==> config.mk <==
export PLATFORM = sky130hd
export DESIGN_NAME = flash_erase_seq
export DESIGN_NICKNAME = d
export VERILOG_FILES = /design/src/rtl/ferase_pkg.sv /design/src/rtl/ferase_div.sv /design/src/rtl/ferase_gap.sv /design/src/rtl/ferase_frame.sv /design/src/rtl/flash_erase_seq.sv
export SDC_FILE = /design/constraint.sdc
export NUM_CORES = 1
export LEC_CHECK = 0
export BUFFER_PORTS_ARGS = -buffer_cell sky130_fd_sc_hd__buf_4
export CAP_MARGIN = 20
export CORE_MARGIN = 5
export CORE_UTILIZATION = 50
export DETAILED_ROUTE_END_ITERATION = 10
export PLACE_DENSITY = 0.69
export SLEW_MARGIN = 40
export SYNTH_ARGS = -nofsm -noshare
export SYNTH_HDL_FRONTEND = slang
export SYNTH_SLANG_ARGS = --single-unit
==> constraint.sdc <==
create_clock -name clk -period 2.9 [get_ports clk]
set_input_delay 0.145 -clock clk [delete_from_list [all_inputs] [get_ports clk]]
set_output_delay 0.145 -clock clk [all_outputs]
set_load 0.005 [all_outputs]
==> src/rtl/ferase_pkg.sv <==
package ferase_pkg;
   localparam logic [7:0] OP_BLOCK_ERASE = 8'h50;
   localparam logic [7:0] OP_PAGE_ERASE  = 8'h81;
   localparam logic [7:0] OP_STATUS      = 8'hD7;
   localparam int         BLK_LOG2       = 3;
   localparam int         BLK_PAGES      = 1 << BLK_LOG2;
   localparam int         READY_BIT      = 7;
   localparam int         FRAME_MAX      = 4;

   typedef enum logic [2:0] {
      S_IDLE, S_DIVA, S_DIVL, S_ECMD, S_EWAIT, S_PCMD, S_PWAIT, S_GAP
   } seq_state_t;

   typedef enum logic [1:0] {
      F_IDLE, F_ISSUE, F_WAIT
   } frame_state_t;
endpackage

==> src/rtl/ferase_div.sv <==
module ferase_div #(
   parameter int W = 24
) (
   input  logic         clk,
   input  logic         rst_n,
   input  logic         start,
   input  logic [W-1:0] dividend,
   input  logic [W-1:0] divisor,
   output logic         fin,
   output logic [W-1:0] quot,
   output logic [W-1:0] rem
);
   localparam int CW = $clog2(W + 1);

   logic [CW-1:0] cnt;
   logic          run;
   logic [W-1:0]  dsr;
   logic [W:0]    trial;
   logic          fits;

   if (W < 2) begin : g_bad_w
      $error("ferase_div: W must be at least 2");
   end

   always_comb begin
      trial = {rem, quot[W-1]};
      fits  = (trial >= {1'b0, dsr});
   end

   always_ff @(posedge clk) begin
      if (!rst_n) begin
         cnt  <= '0;
         run  <= 1'b0;
         fin  <= 1'b0;
         quot <= '0;
         rem  <= '0;
         dsr  <= '0;
      end else begin
         fin <= 1'b0;
         if (start) begin
            rem  <= '0;
            quot <= dividend;
            dsr  <= divisor;
            cnt  <= CW'(W);
            run  <= 1'b1;
         end else if (run) begin
            rem  <= fits ? W'(trial - {1'b0, dsr}) : trial[W-1:0];
            quot <= {quot[W-2:0], fits};
            cnt  <= cnt - 1'b1;
            if (cnt == CW'(1)) begin
               run <= 1'b0;
               fin <= 1'b1;
            end
         end
      end
   end

   // the partial remainder always stays below a nonzero divisor
   a_r1_rem_below_div: assert property (@(posedge clk) disable iff (!rst_n)
      (fin && dsr != '0) |-> (rem < dsr));
endmodule

==> src/rtl/ferase_gap.sv <==
module ferase_gap #(
   parameter int GAP_W = 8
) (
   input  logic             clk,
   input  logic             rst_n,
   input  logic             run,
   input  logic [GAP_W-1:0] len,
   output logic             expired
);
   logic [GAP_W-1:0] cnt;

   assign expired = run && (cnt >= len);

   always_ff @(posedge clk) begin
      if (!rst_n)
         cnt <= '0;
      else if (!run || expired)
         cnt <= '0;
      else
         cnt <= cnt + 1'b1;
   end

   a_r7_gap_bounded: assert property (@(posedge clk) disable iff (!rst_n)
      run |-> (cnt <= len));
endmodule

==> src/rtl/ferase_frame.sv <==
module ferase_frame
   import ferase_pkg::*;
(
   input  logic                      clk,
   input  logic                      rst_n,
   input  logic                      start,
   input  logic [2:0]                nbytes,
   input  logic [FRAME_MAX-1:0][7:0] cmd,
   output logic                      fdone,
   output logic [7:0]                last_rx,
   output logic                      spi_cs,
   output logic                      spi_go,
   output logic [7:0]                spi_tx,
   input  logic                      spi_done,
   input  logic [7:0]                spi_rx
);
   frame_state_t              st;
   logic [FRAME_MAX-1:0][7:0] cmd_r;
   logic [2:0]                n_r;
   logic [1:0]                idx;
   logic                      last_byte;

   assign spi_go    = (st == F_ISSUE);
   assign spi_tx    = cmd_r[idx];
   assign last_byte = ({1'b0, idx} == (n_r - 3'd1));

   always_ff @(posedge clk) begin
      if (!rst_n) begin
         st      <= F_IDLE;
         cmd_r   <= '0;
         n_r     <= 3'd1;
         idx     <= '0;
         spi_cs  <= 1'b0;
         fdone   <= 1'b0;
         last_rx <= '0;
      end else begin
         fdone <= 1'b0;
         case (st)
            F_IDLE: if (start) begin
               cmd_r  <= cmd;
               n_r    <= nbytes;
               idx    <= '0;
               spi_cs <= 1'b1;
               st     <= F_ISSUE;
            end
            F_ISSUE: st <= F_WAIT;
            F_WAIT: if (spi_done) begin
               last_rx <= spi_rx;
               if (last_byte) begin
                  spi_cs <= 1'b0;
                  fdone  <= 1'b1;
                  st     <= F_IDLE;
               end else begin
                  idx <= idx + 1'b1;
                  st  <= F_ISSUE;
               end
            end
            default: st <= F_IDLE;
         endcase
      end
   end

   a_r9_go_inside_frame: assert property (@(posedge clk) disable iff (!rst_n)
      spi_go |-> spi_cs);
   a_r9_start_after_drop: assert property (@(posedge clk) disable iff (!rst_n)
      start |-> !spi_cs);
   a_r9_cs_low_at_end: assert property (@(posedge clk) disable iff (!rst_n)
      fdone |-> !spi_cs);
endmodule

==> src/rtl/flash_erase_seq.sv <==
module flash_erase_seq
   import ferase_pkg::*;
#(
   parameter int ADDR_W   = 24,
   parameter int PS_W     = 12,
   parameter int SH_W     = 4,
   parameter int GAP_W    = 8,
   parameter bit BLOCK_EN = 1'b1
) (
   input  logic              clk,
   input  logic              rst_n,
   input  logic              req_valid,
   input  logic [ADDR_W-1:0] req_addr,
   input  logic [ADDR_W-1:0] req_len,
   input  logic [PS_W-1:0]   cfg_page_size,
   input  logic [SH_W-1:0]   cfg_page_shift,
   input  logic [GAP_W-1:0]  cfg_poll_gap,
   output logic              busy,
   output logic              done,
   output logic              err,
   output logic              spi_cs,
   output logic              spi_go,
   output logic [7:0]        spi_tx,
   input  logic              spi_done,
   input  logic [7:0]        spi_rx
);
   localparam int DEV_W = 32;

   if (ADDR_W < BLK_LOG2 + 1 || ADDR_W > DEV_W) begin : g_bad_addr
      $error("flash_erase_seq: ADDR_W out of range");
   end
   if (PS_W > ADDR_W || PS_W < 1) begin : g_bad_ps
      $error("flash_erase_seq: PS_W must lie in 1..ADDR_W");
   end
   if (SH_W > 5 || SH_W < 1) begin : g_bad_sh
      $error("flash_erase_seq: SH_W must lie in 1..5");
   end

   seq_state_t                state;
   logic [ADDR_W-1:0]         len_r, pidx, npages, rem_a;
   logic                      blk;
   logic                      use_blk;
   logic [DEV_W-1:0]          dev;
   logic                      div_start, div_fin;
   logic [ADDR_W-1:0]         div_a, div_q, div_r;
   logic                      fr_start, fr_done;
   logic [2:0]                fr_n;
   logic [FRAME_MAX-1:0][7:0] fr_cmd;
   logic [7:0]                fr_rx;
   logic                      gap_exp;
   logic [ADDR_W-1:0]         step;

   if (BLOCK_EN) begin : g_block
      assign use_blk = (pidx[BLK_LOG2-1:0] == '0) && (npages >= ADDR_W'(BLK_PAGES));
   end else begin : g_page_only
      assign use_blk = 1'b0;
   end

   assign busy      = (state != S_IDLE);
   assign dev       = DEV_W'(pidx) << cfg_page_shift;
   assign step      = blk ? ADDR_W'(BLK_PAGES) : ADDR_W'(1);
   assign div_a     = (state == S_IDLE) ? req_addr : len_r;
   assign div_start = ((state == S_IDLE) && req_valid) || ((state == S_DIVA) && div_fin);
   assign fr_start  = (state == S_ECMD) || (state == S_PCMD);
   assign fr_n      = (state == S_ECMD) ? 3'd4 : 3'd2;

   always_comb begin
      if (state == S_ECMD)
         fr_cmd = {8'h00, dev[15:8], dev[23:16], use_blk ? OP_BLOCK_ERASE : OP_PAGE_ERASE};
      else
         fr_cmd = {8'h00, 8'h00, 8'h00, OP_STATUS};
   end

   ferase_div #(.W(ADDR_W)) u_div (
      .clk(clk), .rst_n(rst_n), .start(div_start), .dividend(div_a),
      .divisor(ADDR_W'(cfg_page_size)), .fin(div_fin), .quot(div_q), .rem(div_r)
   );

   ferase_frame u_frame (
      .clk(clk), .rst_n(rst_n), .start(fr_start), .nbytes(fr_n), .cmd(fr_cmd),
      .fdone(fr_done), .last_rx(fr_rx), .spi_cs(spi_cs), .spi_go(spi_go),
      .spi_tx(spi_tx), .spi_done(spi_done), .spi_rx(spi_rx)
   );

   ferase_gap #(.GAP_W(GAP_W)) u_gap (
      .clk(clk), .rst_n(rst_n), .run(state == S_GAP), .len(cfg_poll_gap),
      .expired(gap_exp)
   );

   always_ff @(posedge clk) begin
      if (!rst_n) begin
         state  <= S_IDLE;
         len_r  <= '0;
         pidx   <= '0;
         npages <= '0;
         rem_a  <= '0;
         blk    <= 1'b0;
         done   <= 1'b0;
         err    <= 1'b0;
      end else begin
         done <= 1'b0;
         err  <= 1'b0;
         case (state)
            S_IDLE: if (req_valid) begin
               len_r <= req_len;
               state <= S_DIVA;
            end
            S_DIVA: if (div_fin) begin
               pidx  <= div_q;
               rem_a <= div_r;
               state <= S_DIVL;
            end
            S_DIVL: if (div_fin) begin
               if (rem_a != '0 || div_r != '0 || cfg_page_size == '0) begin
                  err   <= 1'b1;
                  state <= S_IDLE;
               end else if (div_q == '0) begin
                  done  <= 1'b1;
                  state <= S_IDLE;
               end else begin
                  npages <= div_q;
                  state  <= S_ECMD;
               end
            end
            S_ECMD: begin
               blk   <= use_blk;
               state <= S_EWAIT;
            end
            S_EWAIT: if (fr_done) state <= S_PCMD;
            S_PCMD:  state <= S_PWAIT;
            S_PWAIT: if (fr_done) begin
               if (fr_rx[READY_BIT]) begin
                  pidx   <= pidx + step;
                  npages <= npages - step;
                  if (npages == step) begin
                     done  <= 1'b1;
                     state <= S_IDLE;
                  end else begin
                     state <= S_ECMD;
                  end
               end else begin
                  state <= S_GAP;
               end
            end
            S_GAP: if (gap_exp) state <= S_PCMD;
            default: state <= S_IDLE;
         endcase
      end
   end

   a_r10_done_pulse: assert property (@(posedge clk) disable iff (!rst_n)
      done |=> !done);
   a_r10_done_err_excl: assert property (@(posedge clk) disable iff (!rst_n)
      $onehot0({done, err}));
   a_r10_busy_after_accept: assert property (@(posedge clk) disable iff (!rst_n)
      (!busy && req_valid) |=> busy);
   a_r3_block_aligned: assert property (@(posedge clk) disable iff (!rst_n)
      (spi_go && spi_tx == OP_BLOCK_ERASE && $past(state) == S_ECMD)
         |-> (pidx[BLK_LOG2-1:0] == '0 && npages >= ADDR_W'(BLK_PAGES)));
   a_r8_pages_left: assert property (@(posedge clk) disable iff (!rst_n)
      (state == S_EWAIT || state == S_PWAIT || state == S_GAP) |-> (npages >= step));
   a_r1_err_no_frame: assert property (@(posedge clk) disable iff (!rst_n)
      err |-> !spi_cs);
endmodule

==> run_results.csv, run 1 <==
group,metric,value,unit
outcome,outcome,"finished, final reports clean",
synth,synth_nets,1601,
synth,ys_ff_latch,205,
grt,grt_usage,0.237,
power_and_ir_drop,p_leak,5.40,nW
synth,synth_area_per_cell,7.84,um2
die,die_area,26500,um2
job,cap_violations,0,
routing,drt_pass1_iterations,5,
routing,wl_per_cell,16.5,um
timing,slew_headroom,0.476,
layout,fillerInstances,2051,
grt,grt_max_degree,58,
routing,drtIter0Drc,752,
timing,fmax,370,MHz
power_and_ir_drop,fin_total_pwr,10.8,mW
critical_path,critPathCaptureType,"flip-flop",
grt,grt_pass1_wl,53100,um
synth,synth-edff-count,0,
critical_path,arrival,3150,ps
synth,synthArstFlopShare,0,
timing,fin_crit_sh,0.933,
clock_network,cts_tree,"yes",
place,dpl.hpwl,22400,um
timing,rsz0062_at_grt,"false",
timing,worst_clock_skew,10.6,ps
grt,grt_pass1_vias,10600,
clock_network,clockBufferDepth,3,
layout,register_area,4110,um2
layout,multiInputGateArea,7000,um2
layout,layout_common_cells,"nand2_1, dfxtp_1, a21oi_1, buf_4, nor2_1",
die,rows,55,
die,fp.dieW,163,um
layout,syn_to_final_growth,19.6,%
synth,ys_warn_count,0,
routing,via_per_inst,5.80,
die,die_h,163,um
timing,slew_viol_final,0,
power_and_ir_drop,power_density,774,nW/um2
clock_network,clkTransAtPathRegs,60,ps
power_and_ir_drop,irDropWorstVdd,0.535,mV
place,place.port_buffers,89,
layout,drive_gt1_frac,0.141,
synth,syn_inst,1486,
synth,yosys_most_used_dff,"dfxtp_1",
clock_network,clock_sinks,205,
routing,drcViolationCount,0,
timing,worstMarginPinSlew,785,ps
grt,grt_overflow,0,
timing,final.setup.tns,0,ps
timing,setup_viol,0,
hold_path,min_delay_path_depth,3,
grt,antenna_found_initial,0,
routing,vias,11100,
hold_path,min_path_type,"primary input to flip-flop",
die,fp.coreArea,22800,um2
critical_path,critical_path_required,3340,ps
clock_network,worstSkewPairLatency,520,ps
layout,final_common_cell,"nand2_1",
synth,ys_seq_area_frac,0.352,
synth,synth_area,11700,um2
routing,wirelength,31700,um
clock_network,htree_levels,1,
clock_network,root_buffer,"clkbuf_16",
critical_path,critPathMaxFanout,9,
timing,fin_crit,2700,ps
timing,finalHoldViolCount,0,
clock_network,numCtsBuffers,23,
layout,nets,1704,
synth,synth_cell_types,77,
critical_path,worst-r2r-cell-count,9,
critical_path,criticalPathCategory,"flip-flop to flip-flop",
routing,ant_nets,0,
layout,antenna_cells,0,
critical_path,crit_path_start_kind,"flip-flop",
die,start_util,0.512,
place,place_congestion,0.929,
clock_network,cts.repair.resized,0,
die,ios,97,
[layout make-up]
type                    instances  share of cell area
repair buffers                183               0.110
clock buffers                  33              0.0490
inverters                      41              0.0112
well taps                     313              0.0281
clock inverters                 8             0.00538
flip-flops and latches        205               0.294
multi-input cells            1135               0.502
[sequential cells by signal (all words and copies together), names as in the netlist]
register,cells
len_r,24
rem_a,24
err,1
u_div.dsr,12
u_frame.idx,2
u_frame.fdone,1
npages,24
u_div.fin,1
blk,1
u_div.cnt,5
u_frame.spi_cs,1
done,1
u_frame.n_r,3
u_frame.st,2
state,3
u_frame.cmd_r,18
u_div.rem,24
pidx,24
u_frame.last_rx,1
u_div.quot,24
u_div.run,1
u_gap.cnt,8
[routing by layer]
layer | part of all wire | global-route usage | wire (um)
met1 | 0.47 | 0.328 | 14800
met2 | 0.45 | 0.385 | 14200
met3 | 0.058 | 0.0367 | 1830
met4 | 0.028 | 0.0690 | 872
met5 | 0 | 0 | 0
[worst max-delay path, stage by stage (launching register included)]
cell and delay, ps:
dfxtp_1 350, ha_1 370, nand2_1 110, a211o_1 340, a21oi_1 260, o211a_1 230, nor2_1 110, buf_4 190
or4_1 500, a31oi_1 160
[where the power goes]
group	switching (mW)	internal [mW]	total, mW
sequential	0.444	3.17	3.62
combinational	2.50	1.78	4.28
clock	1.17	1.72	2.90
total	4.12	6.68	10.8
[cells by family after synthesis]
kind of cell / after synthesis / synth area share
compound gates: 426 / 0.234
xor+xnor: 31 / 0.0233
mux: 69 / 0.0771
simple gates: 578 / 0.230
fa+ha+maj: 31 / 0.0339
buf+inv: 146 / 0.0497
flops: 205 / 0.352
[through the flow]
stage                     setup WS, ps  instance area (um2)   util  instances  hold WS, ps
after floorplan                    612                11700      -       1486          281
after global placement             311                12700  0.557       1828          393
after detailed placement           252                12700  0.557       1828          400
after CTS                          233                13900  0.611       1916         2.68
after global routing              4.03                13900  0.612       1918         14.1
final                              195                13900  0.612       1918         19.7
[cells in the mapped netlist (all sizes together) (4+ instances only)]
master,number,area share
nand2b,11,0.0059
o22ai,13,0.0070
nand4,12,0.0064
nor2,115,0.037
dfxtp,205,0.35
o21ai,81,0.035
nor4,25,0.015
o32ai,7,0.0091
or3,7,0.0038
a311oi,9,0.0068
ha,30,0.032
nor3,27,0.012
a22oi,12,0.0077
buf,16,0.0078
or4,11,0.0074
clkbuf,89,0.029
o21a,7,0.0045
mux2,6,0.0058
inv,41,0.013
nand4b,4,0.0030
o211ai,16,0.011
nand3,24,0.010
nor2b,35,0.019
o31a,7,0.0053
xnor2,21,0.016
and4,5,0.0038
a211oi,50,0.033
o221a,5,0.0048
a21o,10,0.0064
xor2,10,0.0075
mux4,16,0.031
and2,12,0.0064
and3,12,0.0064
a21oi,155,0.067
o31ai,6,0.0039
mux2i,47,0.040
nand2,268,0.086
a31oi,17,0.0091
a21boi,5,0.0032
[path summary, 6_finish.rpt]
kind	start	endpoint	slack (ps)
worst max-delay path	u_div.rem[2]	u_div.rem[15]	200
worst min-delay path	req_addr[22]	u_div.quot[22]	20
worst max register to register	u_div.rem[2]	u_div.rem[15]	200
worst min register to register	len_r[7]	len_r[7]	450
[timing repair]
action,4_1_cts,5_1_grt
hold buffers,47,0
setup endpoints to repair,0,1
endpoints found under the hold margin,46,0
setup buffers,0,2
Power figures use the tool's default switching activity.
==> inputs of run 2 (changes only) <==
--- a/config.mk
+++ b/config.mk
@@ -10,8 +10,9 @@
 export CORE_MARGIN = 5
 export CORE_UTILIZATION = 50
 export DETAILED_ROUTE_END_ITERATION = 10
-export PLACE_DENSITY = 0.69
+export PLACE_DENSITY = 0.68
 export SLEW_MARGIN = 40
 export SYNTH_ARGS = -nofsm -noshare
 export SYNTH_HDL_FRONTEND = slang
+export SYNTH_HIERARCHICAL = 1
 export SYNTH_SLANG_ARGS = --single-unit
==> run 2 against run 1 <==
Compared with the run above:
- combinational power is 2% lower
- clock skew is 2.9 ps lower
- largest cell class unchanged
- critical endpoint is now u_div/rem[0]
- cell area is 16% higher
- flip-flop and latch count is 26 higher
- clock-buffer cell count is 8 higher
==> run_results.csv, run 2 <==
group,metric,value,unit
die,fp.dieW,176,um
clock_network,worstSkewPairLatency,530,ps
synth,synth_area,13800,um2
layout,antenna_cells,0,
power_and_ir_drop,sw_frac_of_total,0.353,
layout,finish.instance_area,16200,um2
power_and_ir_drop,clkPwrFrac,0.296,
routing,ant_nets,0,
timing,fin_hold_ws,35.4,ps
timing,fin_crit_sh,0.960,
clock_network,htree_levels,1,
outcome,outcome,"finished, final reports clean",
grt,grt_pass1_vias,12000,
synth,synth_area_per_cell,8.17,um2
clock_network,clkTransAtPathRegs,60,ps
place,place_congestion,0.944,
critical_path,critPathTopFamily,"simple AND/OR/NAND/NOR gates",
routing,via_per_inst,5.83,
critical_path,r2r_slack,120,ps
clock_network,clock_sinks,231,
timing,rsz0062_at_grt,"false",
layout,nets,1919,
synth,ys_warn_count,6,
routing,wirelength,38000,um
critical_path,slowest_stage,"or4_1",
clock_network,numCtsBuffers,26,
power_and_ir_drop,p_leak,6.29,nW
layout,final_common_cell,"nand2_1",
timing,worst_clock_skew,7.62,ps
place,place.port_buffers,89,
timing,setup_viol,0,
clock_network,cts_tree,"yes",
place,place_area,14900,um2
layout,final_core_util,0.596,
die,die_h,176,um
critical_path,cp_cell_sequence,"inv_1, ha_1, and3_4, nand3_4, or4_1, o221ai_2, a21oi_2, buf_12, mux2_1, o21ai_1",
critical_path,regToRegStartpoint,"u_div/dsr[9]",
routing,drtIter0Drc,1188,
clock_network,clockBufferDepth,3,
routing,drt_pass1_iterations,6,
job,cap_violations,0,
die,rows,60,
timing,slew_headroom,0.477,
power_and_ir_drop,power_density,693,nW/um2
power_and_ir_drop,internal_power,7.24,mW
timing,fin_crit,2780,ps
die,ios,97,
critical_path,critPathMaxFanout,30,
power_and_ir_drop,p_sw,3.95,mW
hold_path,min_path_type,"primary input to flip-flop",
timing,finalHoldViolCount,0,
synth,syn_inst,1690,
critical_path,crit_path_start_kind,"flip-flop",
layout,largest-register,"u_frame/cmd_r",
routing,vias,12700,
critical_path,cp.buffers_inverters,2,
critical_path,cp_num_cells,10,
grt,grt_usage,0.240,
critical_path,crit_path_max_incr_delay,620,ps
grt,grt_max_degree,52,
clock_network,root_buffer,"clkbuf_16",
grt,grt_pass1_wl,62300,um
critical_path,criticalPathCategory,"flip-flop to flip-flop",
critical_path,startpoint,"u_div/dsr[9]",
critical_path,r2r-end,"u_div/rem[0]",
critical_path,worst-r2r-cell-count,10,
timing,slew_viol_final,0,
layout,layout_common_cells,"nand2_1, dfxtp_1, a21oi_1, buf_4, nor2_1",
routing,drcViolationCount,0,
critical_path,arrival,3240,ps
hold_path,min_delay_path_depth,4,
critical_path,critPathCaptureType,"flip-flop",
timing,worstMarginPinSlew,784,ps
power_and_ir_drop,combPwrFrac,0.375,
timing,fmax,359,MHz
power_and_ir_drop,irDropWorstVdd,0.565,mV
power_and_ir_drop,seqPwrFrac,0.329,
die,die_area,31000,um2
grt,grt_overflow,0,
die,start_util,0.509,
die,fp.coreArea,27100,um2
place,dpl.hpwl,27000,um
grt,antenna_found_initial,0,
layout,syn_to_final_growth,17.0,%
critical_path,critical_path_required,3360,ps
layout,largest_register_ffs,32,
routing,wl_per_cell,17.4,um
timing,final.setup.tns,0,ps
critical_path,setup.worst_path.end,"u_div/rem[0]",
layout,drive_gt1_frac,0.148,
layout,fillerInstances,2442,
## run 2: worst min path at each step
stage	from	to
finish	req_addr[0]	u_div/quot[0]
global route	req_addr[0]	u_div/quot[0]
CTS	req_addr[0]	u_div/quot[0]
detailed placement	req_len[3]	len_r[3]
global placement	req_len[14]	len_r[14]
floorplan	rst_n	u_frame/n_r[0]
## run 2: worst min-delay path, stage by stage
cell      delay, ps
buf_4            70
mux2_2          140
nand2_1          60
a21boi_1        100
## run 2: area by class of cell
| type | instances | area [um2] | area share |
|---|---|---|---|
| multi-input combinational | 1301 | 8570 | 0.530 |
| sequential | 231 | 4630 | 0.286 |
| timing repair buffer | 172 | 1410 | 0.0874 |
| clock buffer | 41 | 788 | 0.0488 |
| tap | 372 | 465 | 0.0288 |
| inverter | 60 | 225 | 0.0139 |
| clock inverter | 4 | 70.1 | 0.00434 |
## run 2: timing repair
action / CTS / global route
endpoints found under the hold margin: 39 / 0
hold buffers: 38 / 0
buffers inserted: 0 / 0
resized for setup: 0 / 6
endpoints found under the setup margin: 0 / 7
## run 2: power by group through the flow
| stage | Clock [mW] | Combinational [mW] | Sequential, mW |
|---|---|---|---|
| after global routing | 3.55 | 4.55 | 3.71 |
| after detailed placement | 0 | 4.03 | 3.74 |
| after global placement | 0 | 3.97 | 3.73 |
| final | 3.32 | 4.19 | 3.68 |
| after CTS | 3.39 | 4.08 | 3.67 |
| after floorplan | 0 | 3.04 | 3.62 |
## run 2: routing by layer
layer / track usage / wire length [um] / part of all wire / vias up
met5: 0 / 0 / 0 / -
met4: 0.0653 / 940 / 0.025 / 0
met3: 0.0373 / 2600 / 0.069 / 73
met2: 0.378 / 16900 / 0.44 / 401
met1: 0.342 / 17600 / 0.46 / 5964
li1: - / - / - / 6273
## run 2: metrics by stage
step / cells / total power [mW] / worst slack, ps
3_3_place_gp: 2098 / 7.71 / 159
3_5_place_dp: 2098 / 7.77 / 129
6_report: 2181 / 11.2 / 115
5_1_grt: 2181 / 11.8 / 19.9
4_1_cts: 2181 / 11.1 / 117
2_1_floorplan: 1712 / 6.66 / 235
==> inputs of run 3 (changes only) <==
--- a/config.mk
+++ b/config.mk
@@ -10,7 +10,7 @@
 export CORE_MARGIN = 5
 export CORE_UTILIZATION = 50
 export DETAILED_ROUTE_END_ITERATION = 10
-export PLACE_DENSITY = 0.68
+export PLACE_DENSITY_LB_ADDON = 0.3
 export SLEW_MARGIN = 40
 export SYNTH_ARGS = -nofsm -noshare
 export SYNTH_HDL_FRONTEND = slang
==> run 3 against run 2 <==
Compared with the run above:
- hold slack better by 6.7 ps
- clock-buffer cell count is 2 lower
- critical endpoint is now u_div/rem[1]
- sequential power hardly changed
- worst setup slack worse by 26 ps
- final cell count is 0.32% higher
- first-iteration DRC count is 13% lower
- highest routed layer unchanged
- core utilization is 0.44 points higher
==> run_results.csv, run 3 (synthesis gave the netlist of run 2 again) <==
group,metric,value,unit
timing,slew_headroom,0.428,
layout,drive_gt1_frac,0.155,
job,cap_violations,0,
critical_path,slowest_stage,"or4_1",
timing,fmax,356,MHz
grt,grt_pass1_wl,62900,um
routing,drcViolationCount,0,
layout,largest_register_ffs,32,
critical_path,cp_num_cells,10,
clock_network,root_buffer,"clkbuf_16",
power_and_ir_drop,p_leak,6.34,nW
routing,drt_pass1_iterations,5,
place,dpl.hpwl,26600,um
layout,fillerInstances,2399,
die,die_area,31000,um2
grt,grt.busiest_layer,"met2",
critical_path,regToRegStartpoint,"u_div/dsr[9]",
clock_network,post_cts_buffers,0,
grt,globalRouteMet1Util,0.341,
grt,grt_usage,0.242,
die,fp.dieW,176,um
hold_path,hold_start,"req_addr[0]",
timing,finalHoldViolCount,0,
critical_path,crit_path_max_incr_delay,640,ps
timing,fin_crit_sh,0.969,
layout,layout_common_cells,"nand2_1, dfxtp_1, a21oi_1, buf_4, nor2_1",
grt,grt_max_degree,76,
hold_path,min_path_type,"primary input to flip-flop",
timing,final.setup.tns,0,ps
clock_network,clockBufferDepth,3,
timing,worst_clock_skew,21.5,ps
layout,syn_to_final_growth,17.9,%
routing,ant_nets,0,
layout,finish.instance_area,16300,um2
layout,antenna_cells,0,
power_and_ir_drop,power_density,700,nW/um2
clock_network,clkTransAtPathRegs,60,ps
grt,use_met3,0.0347,
place,place_congestion,0.914,
grt,grt_overflow,0,
timing,rsz0062_at_grt,"false",
grt,antenna_found_initial,0,
timing,fin_crit,2810,ps
critical_path,arrival,3280,ps
outcome,outcome,"finished, final reports clean",
critical_path,critPathTopFamily,"simple AND/OR/NAND/NOR gates",
routing,vias,12800,
critical_path,critPathMaxFanout,30,
critical_path,cp_cell_sequence,"inv_1, ha_2, and3_4, nand3_4, or4_1, o221ai_2, a21oi_2, buf_12, mux2_1, o21ai_1",
die,start_util,0.509,
layout,largest-register,"u_frame/cmd_r",
hold_path,min_delay_path_depth,4,
routing,wirelength,38400,um
clock_network,htree_levels,1,
critical_path,critPathCaptureType,"flip-flop",
critical_path,r2r-end,"u_div/rem[1]",
clock_network,cts_tree,"yes",
die,ios,97,
die,fp.coreArea,27100,um2
routing,wl_per_cell,17.6,um
power_and_ir_drop,irDropWorstVdd,0.656,mV
grt,met2_usage,0.391,
routing,via_per_inst,5.83,
layout,final_common_cell,"nand2_1",
place,place_area,14900,um2
grt,grt_pass1_vias,12200,
layout,nets,1924,
critical_path,critical_path_required,3360,ps
critical_path,r2r_slack,90,ps
die,rows,60,
critical_path,worst-r2r-cell-count,10,
critical_path,criticalPathCategory,"flip-flop to flip-flop",
routing,drtIter0Drc,1032,
timing,slew_viol_final,0,
place,place.port_buffers,89,
timing,setup_viol,0,
critical_path,cp.buffers_inverters,2,
critical_path,crit_path_start_kind,"flip-flop",
clock_network,numCtsBuffers,27,
die,die_h,176,um
clock_network,clock_sinks,231,
clock_network,worstSkewPairLatency,540,ps
timing,worstMarginPinSlew,857,ps
hold_path,hold_end,"u_div/quot[0]",
## run 3: cell types whose count changed in the layout (fill, tap and decap cells not counted), moves of 2 or more
cell / delta
a2111oi_1: +2
ha_2: +4
ha_1: -4
clkbuf_1: -5
clkinvlp_4: +2
clkbuf_8: +3
clkinv_2: +2
buf_4: +2
## run 3: worst min-delay path, cell delays in order
cell	delay, ps
buf_4	90
mux2_2	130
nand2_1	50
a21boi_1	110
## run 3: final cells by class
| type | instances | area, um2 | share of cell area |
|---|---|---|---|
| inverters | 60 | 225 | 0.0138 |
| clock inverters | 9 | 104 | 0.00638 |
| well taps | 372 | 465 | 0.0286 |
| flip-flops and latches | 231 | 4630 | 0.284 |
| multi-input cells | 1301 | 8590 | 0.528 |
| clock buffers | 39 | 811 | 0.0498 |
| repair buffers | 176 | 1460 | 0.0895 |
## run 3: how the worst max path moves through the flow
stage / from / endpoint / slack, ps
global placement: u_div/rem[7] / u_div/rem[0] / 200
CTS: u_div/rem[7] / u_div/rem[1] / 90
finish: u_div/dsr[9] / u_div/rem[1] / 90
global route: u_div/dsr[7] / u_div/rem[1] / 10
detailed placement: u_div/dsr[9] / u_div/rem[1] / 90
floorplan: state[1] / u_div/dsr[12] / 230
## run 3: per-stage QoR
| step | power [mW] | worst slack [ps] | util | hold slack (ps) | std cells |
|---|---|---|---|---|---|
| final | 11.4 | 88.7 | 0.600 | 42.1 | 2188 |
| after CTS | 11.3 | 87.2 | 0.599 | 14.3 | 2188 |
| after detailed placement | 7.77 | 94.1 | 0.551 | 400 | 2101 |
| after global routing | 12.0 | 9.69 | 0.600 | 44.1 | 2188 |
| after global placement | 7.73 | 200 | 0.550 | 391 | 2101 |
| after floorplan | 6.66 | 235 | - | 234 | 1712 |
## run 3: power breakdown
group | leakage [nW] | switching (mW) | internal, mW
clock | 0.449 | 1.37 | 2.11
combinational | 4.01 | 2.42 | 1.82
sequential | 1.87 | 0.265 | 3.41
## run 3: repair_timing
action,in CTS,in global routing
hold buffers,39,0
endpoints found under the hold margin,44,0
setup endpoints to repair,0,14
resized for setup,0,13
## run 3: routing by layer
| metal | up-vias | wire length (um) |
|---|---|---|
| met2 | 411 | 17300 |
| met1 | 6000 | 18000 |
| met3 | 65 | 2320 |
| met5 | - | 0 |
| li1 | 6283 | - |
| met4 | 0 | 862 |
